[config.mk]
export PLATFORM = sky130hd
export DESIGN_NAME = lcdseg_dual_driver
export DESIGN_NICKNAME = d
export VERILOG_FILES = /design/src/rtl/lcdseg_pkg.sv /design/src/rtl/lcdseg_sync.sv /design/src/rtl/lcdseg_bank.sv /design/src/rtl/lcdseg_out.sv /design/src/rtl/lcdseg_dual_driver.sv
export SDC_FILE = /design/constraint.sdc
export NUM_CORES = 1
export LEC_CHECK = 0
export BUFFER_PORTS_ARGS = -buffer_cell sky130_fd_sc_hd__buf_2
export CAP_MARGIN = 20
export CORE_MARGIN = 1
export CORE_UTILIZATION = 50
export DETAILED_ROUTE_END_ITERATION = 8
export PLACE_DENSITY = 0.78
export SLEW_MARGIN = 40
export SYNTH_ARGS = -nofsm -noshare
export SYNTH_HDL_FRONTEND = slang
export SYNTH_SLANG_ARGS = --single-unit
[constraint.sdc]
create_clock -name clk -period 1.6 [get_ports clk]
set_clock_uncertainty 0.2 [all_clocks]
set_input_delay 0.08 -clock clk [delete_from_list [all_inputs] [get_ports clk]]
set_output_delay 0.08 -clock clk [all_outputs]
set_load 0.02 [all_outputs]
[src/rtl/lcdseg_pkg.sv]
package lcdseg_pkg;
  typedef logic [1:0] drive_code_t;

  // drive level codes
  localparam drive_code_t LVL_SEL_HI  = 2'b00;
  localparam drive_code_t LVL_SEL_LO  = 2'b01;
  localparam drive_code_t LVL_NSEL_HI = 2'b10;
  localparam drive_code_t LVL_NSEL_LO = 2'b11;

  // choose a drive level from a latched bit and the alternation phase
  function automatic drive_code_t drive_code(input logic on, input logic alt);
    drive_code_t c;
    case ({alt, on})
      2'b11:   c = LVL_SEL_HI;
      2'b10:   c = LVL_NSEL_HI;
      2'b01:   c = LVL_SEL_LO;
      default: c = LVL_NSEL_LO;
    endcase
    return c;
  endfunction
endpackage

[src/rtl/lcdseg_sync.sv]
module lcdseg_sync #(
  parameter int W = 1
) (
  input  logic         clk,
  input  logic         rst_n,
  input  logic [W-1:0] d,
  output logic [W-1:0] q
);
  logic [W-1:0] stage1;
  logic [W-1:0] stage2;

  always_ff @(posedge clk or negedge rst_n) begin
    if (!rst_n) begin
      stage1 <= '0;
      stage2 <= '0;
    end else begin
      stage1 <= d;
      stage2 <= stage1;
    end
  end

  assign q = stage2;
endmodule

[src/rtl/lcdseg_bank.sv]
module lcdseg_bank #(
  parameter int NCH = 40
) (
  input  logic           clk,
  input  logic           rst_n,
  input  logic           step_i,
  input  logic           dir_i,
  input  logic           lpin_i,
  input  logic           rpin_i,
  output logic           lpin_o,
  output logic           lpin_oe,
  output logic           rpin_o,
  output logic           rpin_oe,
  output logic [NCH-1:0] bits_o
);
  localparam int LAST = NCH - 1;

  logic [NCH-1:0] bits;

  always_ff @(posedge clk or negedge rst_n) begin
    if (!rst_n) begin
      bits <= '0;
    end else if (step_i) begin
      if (dir_i) bits <= {rpin_i, bits[LAST:1]};
      else       bits <= {bits[LAST-1:0], lpin_i};
    end
  end

  assign lpin_o  = bits[0];
  assign rpin_o  = bits[LAST];
  assign lpin_oe = dir_i;
  assign rpin_oe = ~dir_i;
  assign bits_o  = bits;

  // R2 (and R4 for the second bank): forward shift enters at channel 1
  a_r2_fwd_entry: assert property (@(posedge clk) disable iff (!rst_n)
    (step_i && !dir_i) |=> (bits[0] == $past(lpin_i)) && (bits[LAST:1] == $past(bits[LAST-1:0])));

  // R3 (and R4 for the second bank): reverse shift enters at the last channel
  a_r3_rev_entry: assert property (@(posedge clk) disable iff (!rst_n)
    (step_i && dir_i) |=> (bits[LAST] == $past(rpin_i)) && (bits[LAST-1:0] == $past(bits[LAST:1])));

  // contents move only on a shift event
  a_r5_hold: assert property (@(posedge clk) disable iff (!rst_n)
    !step_i |=> $stable(bits));
endmodule

[src/rtl/lcdseg_out.sv]
module lcdseg_out
  import lcdseg_pkg::*;
#(
  parameter int NCH = 80
) (
  input  logic             clk,
  input  logic             rst_n,
  input  logic             cap_i,
  input  logic [NCH-1:0]   src_i,
  input  logic             alt_i,
  output logic [2*NCH-1:0] code_o
);
  logic [NCH-1:0] held;

  always_ff @(posedge clk or negedge rst_n) begin
    if (!rst_n)     held <= '0;
    else if (cap_i) held <= src_i;
  end

  for (genvar k = 0; k < NCH; k++) begin : g_chan
    assign code_o[2*k +: 2] = drive_code(held[k], alt_i);
  end

  // latches load all channels on a capture event
  a_r6_capture: assert property (@(posedge clk) disable iff (!rst_n)
    cap_i |=> held == $past(src_i));

  // latches hold between capture events
  a_r6_hold: assert property (@(posedge clk) disable iff (!rst_n)
    !cap_i |=> $stable(held));
endmodule

[src/rtl/lcdseg_dual_driver.sv]
module lcdseg_dual_driver #(
  parameter int BANK_CH = 40
) (
  input  logic                 clk,
  input  logic                 rst_n,
  input  logic                 latch_clk_i,
  input  logic                 shift_clk_i,
  input  logic                 alt_i,
  input  logic                 a_dir_i,
  input  logic                 b_dir_i,
  input  logic                 a_lpin_i,
  output logic                 a_lpin_o,
  output logic                 a_lpin_oe,
  input  logic                 a_rpin_i,
  output logic                 a_rpin_o,
  output logic                 a_rpin_oe,
  input  logic                 b_lpin_i,
  output logic                 b_lpin_o,
  output logic                 b_lpin_oe,
  input  logic                 b_rpin_i,
  output logic                 b_rpin_o,
  output logic                 b_rpin_oe,
  output logic [4*BANK_CH-1:0] seg_code_o
);
  localparam int TOTAL_CH = 2 * BANK_CH;
  localparam int NSYNC    = 7;

  logic [NSYNC-1:0] raw_in;
  logic [NSYNC-1:0] syn_in;
  logic latch_s, shift_s, alt_s;
  logic a_l_s, a_r_s, b_l_s, b_r_s;
  logic latch_prev, shift_prev;
  logic latch_evt, shift_evt;
  logic [BANK_CH-1:0] a_bits, b_bits;

  assign raw_in = {latch_clk_i, shift_clk_i, alt_i, a_lpin_i, a_rpin_i, b_lpin_i, b_rpin_i};

  lcdseg_sync #(.W(NSYNC)) u_sync (
    .clk(clk), .rst_n(rst_n), .d(raw_in), .q(syn_in)
  );

  assign {latch_s, shift_s, alt_s, a_l_s, a_r_s, b_l_s, b_r_s} = syn_in;

  always_ff @(posedge clk or negedge rst_n) begin
    if (!rst_n) begin
      latch_prev <= 1'b0;
      shift_prev <= 1'b0;
    end else begin
      latch_prev <= latch_s;
      shift_prev <= shift_s;
    end
  end

  assign latch_evt = latch_prev & ~latch_s;
  assign shift_evt = shift_prev & ~shift_s;

  lcdseg_bank #(.NCH(BANK_CH)) u_bank_a (
    .clk(clk), .rst_n(rst_n), .step_i(shift_evt), .dir_i(a_dir_i),
    .lpin_i(a_l_s), .rpin_i(a_r_s),
    .lpin_o(a_lpin_o), .lpin_oe(a_lpin_oe),
    .rpin_o(a_rpin_o), .rpin_oe(a_rpin_oe),
    .bits_o(a_bits)
  );

  lcdseg_bank #(.NCH(BANK_CH)) u_bank_b (
    .clk(clk), .rst_n(rst_n), .step_i(shift_evt), .dir_i(b_dir_i),
    .lpin_i(b_l_s), .rpin_i(b_r_s),
    .lpin_o(b_lpin_o), .lpin_oe(b_lpin_oe),
    .rpin_o(b_rpin_o), .rpin_oe(b_rpin_oe),
    .bits_o(b_bits)
  );

  lcdseg_out #(.NCH(TOTAL_CH)) u_out (
    .clk(clk), .rst_n(rst_n), .cap_i(latch_evt),
    .src_i({b_bits, a_bits}), .alt_i(alt_s), .code_o(seg_code_o)
  );

  // two shift events can never be adjacent (one step per falling edge)
  a_r5_one_step: assert property (@(posedge clk) disable iff (!rst_n)
    shift_evt |=> !shift_evt);

  // a coincident latch sees the banks as they were before the shift
  a_r9_pre_shift: assert property (@(posedge clk) disable iff (!rst_n)
    (latch_evt && shift_evt) |=> (u_out.held == $past({b_bits, a_bits})));
endmodule

==> results.cfg <==
[outcome]
status = completed

[synth]
netlist.area_leader.share_pct = 50.8
yosys_warnings = 0
synth_nets = 630
ys.flop_type = dfrtp_1
yosys-top-cells-count = dfrtp_1, inv_1, mux2_4
synth_area_leaders = dfrtp_1, mux2_4, mux2_2
synth_xor_area_share_pct = 0
synthCells = 619
synthArstFlopShare_pct = 100
synth-simple-area-share_pct = 0.144
synth_top_family_by_area = multiplexers
synth_edf_count = 0
ys_ff_latch = 176
synth_mux_area_share_pct = 37.9
synth.distinct_cells = 10
yosysSeqAreaShare_pct = 50.8
yosysTopAreaCell = dfrtp_1
synth_area_mm2 = 0.00867
yosysMostFrequentCell = dfrtp_1
synth.avg_cell_area_um2 = 14.0
synth-compound-area-share_pct = 0
synthAdderAreaFrac_pct = 0

[global_routing]
antenna_found_initial = 0
gr-usage-all-layers_pct = 17.2
globalRoute.totalOverflow = 0
grt_pass1_wl_mm = 24.2
grt_pass1_vias = 4677
grt_max_degree = 81

[layout]
nets = 823
area_delta_synth_final_pct = 23.1
drive_above_1_share_pct = 57.4
final_util_pct = 63.7
fin_area_mm2 = 0.0107
diodes = 0
final_cell_count_no_fill = 1044

[placed_design]
port_buffers = 178
postPlaceCellArea_mm2 = 0.00985
dp_hpwl_mm = 9.75
place_ws_ns = 0.0234
gp_congestion = 0.698
dp.cells = 998

[setup_path]
reg2reg_slack_ns = 0.01
crit_chain = nor2b_4 > buf_12 > clkbuf_16 > mux2_2
crit_path_start = u_sync.q[6]$_DFF_PN0_
rr_startpoint = u_sync.q[6]$_DFF_PN0_
ff2ff_path_depth = 4
cp.buffers_inverters = 2
cp-start-kind = register
critPathArrivalTime_ns = 1.69
cp-end-kind = register
worstSetupPathType = reg -> reg
path_delay_family = flip-flops
critPathSlowestCell = dfrtp_1
required_ns = 1.71
path_max_fanout = 17
crit-reg2reg-capture = u_out.held[25]$_DFFE_PN0P_
critPathMaxStageDelay_ns = 0.40

[floorplanning]
ioPinCount = 179
rows = 47
dieArea_mm2 = 0.0179
dieWidth_um = 134
die-height_um = 134
core_area_mm2 = 0.0168
start_util_pct = 51.8

[pwr]
ir_worst_vdd_mv = 0.834
combinationalPowerShare_pct = 21.3
p_per_area_mw_per_mm2 = 1120
switching_share_pct = 27.6
p_leak_nw = 5.63
power.switching_mw = 3.30
total_power_mw = 11.9
seqPwrFrac_pct = 45.2
cellInternalPower_mw = 8.65
pwr-share-clk_pct = 33.5

[timing]
worst_pin_slew_ns = 0.351
min_period_over_period_pct = 99.1
hold_ws_ns = 0.0953
finalSetupViolations = 0
slew-limit-headroom_pct = 76.6
max_freq_mhz = 631
slew_violations = 0
hold_viol = 0
layout_setup_ws_ns = 0.0150
rsz0062_at_grt = yes
setup_tns_ns = 0
period_needed_ns = 1.59

[cts]
cts_made_buffers = 17
clock_path_buffers = 2
path_clk_slew_ns = 0.06
clk_latency_ns = 0.43
tritoncts = done
h-tree-depth = 4
cts-root-buf = clkbuf_16
clock_sinks = 176

[min_path]
min-delay-start = a_rpin_i
hold_end = u_sync.stage1[2]$_DFF_PN0_
hold_depth = 2
hp-class = in -> reg

[routing]
wl_mm = 15.5
drt_iter0_drc = 163
drt-pass1-iter-count = 4
vias_per_cell = 4.77
drcViolationCount = 0
num_vias = 4985
final_antenna_net_count = 0
routedWlPerCell_um = 14.8

[flow_run]
cap_violations = 0
flip-flops by register name (all words and copies together), names as in the netlist:
signal,flops
u_sync.stage1,7
latch_prev,1
u_out.held,80
shift_prev,1
u_bank_a.bits_o,40
u_sync.q,7
u_bank_b.bits_o,40
logic make-up (layout without fill, tap and decap cells):
family                 Yosys count  count (layout)
buffers and inverters          201             406
DFF                            176             176
and+or+nand+nor                  2               2
muxes                          240             240
worst max-delay path by stage:
stage	endpoint	slack [ns]	cells past startpoint
2_1_floorplan	u_bank_a.bits_o[15]$_DFFE_PN0P_	0.13	4
3_3_place_gp	u_out.held[27]$_DFFE_PN0P_	0.06	3
3_5_place_dp	u_out.held[45]$_DFFE_PN0P_	0.02	3
4_1_cts	seg_code_o[16]	-0.01	3
5_1_grt	seg_code_o[158]	-0.04	3
6_report	u_out.held[25]$_DFFE_PN0P_	0.01	4
power by group through the flow:
| stage | clock, mW | combinational, mW | sequential, mW |
|---|---|---|---|
| floorplan | 0 | 1.82 | 5.35 |
| finish | 4.00 | 2.54 | 5.40 |
| global placement | 0 | 2.42 | 5.47 |
| detailed placement | 0 | 2.47 | 5.48 |
| CTS | 4.13 | 2.49 | 5.40 |
| global route | 4.28 | 2.71 | 5.47 |
layout make-up:
cell class | count | area (um^2)
clock inverter | 8 | 106
sequential | 176 | 4410
tap | 220 | 275
multi-input combinational | 242 | 3330
fill | 1227 | 6080
clock buffer | 23 | 458
timing repair buffer | 213 | 1500
inverter | 162 | 608
what timing repair did:
action	in CTS	in global routing
pin swaps	0	0
gates cloned	0	5
gates resized for setup	0	21
endpoints found under the setup margin	11	124
endpoints found under the hold margin	183	0
buffers inserted	0	1
hold buffers	9	0
per-layer routing:
layer	global-route usage [%]	part of all wire (%)	wire [um]	up-vias
met2	26.6	47	7320	150
met3	3.81	4.2	648	22
met5	0	0	0	-
met1	23.7	47	7250	2483
li1	-	-	-	2330
met4	6.63	1.5	231	0
placed cells by master (no fill, tap or decap), drive strengths merged:
cell type    synthesis  final
mux2               240    240
buf                 30    201
dfrtp              176    176
inv                162    164
clkbuf               9     26
dlygate4sd3          0      9
nor2b                2      2
bufinv               0      2
clkinvlp             0      2
clkinv               0      2
Note: power is estimated with default switching activity, not from simulation.
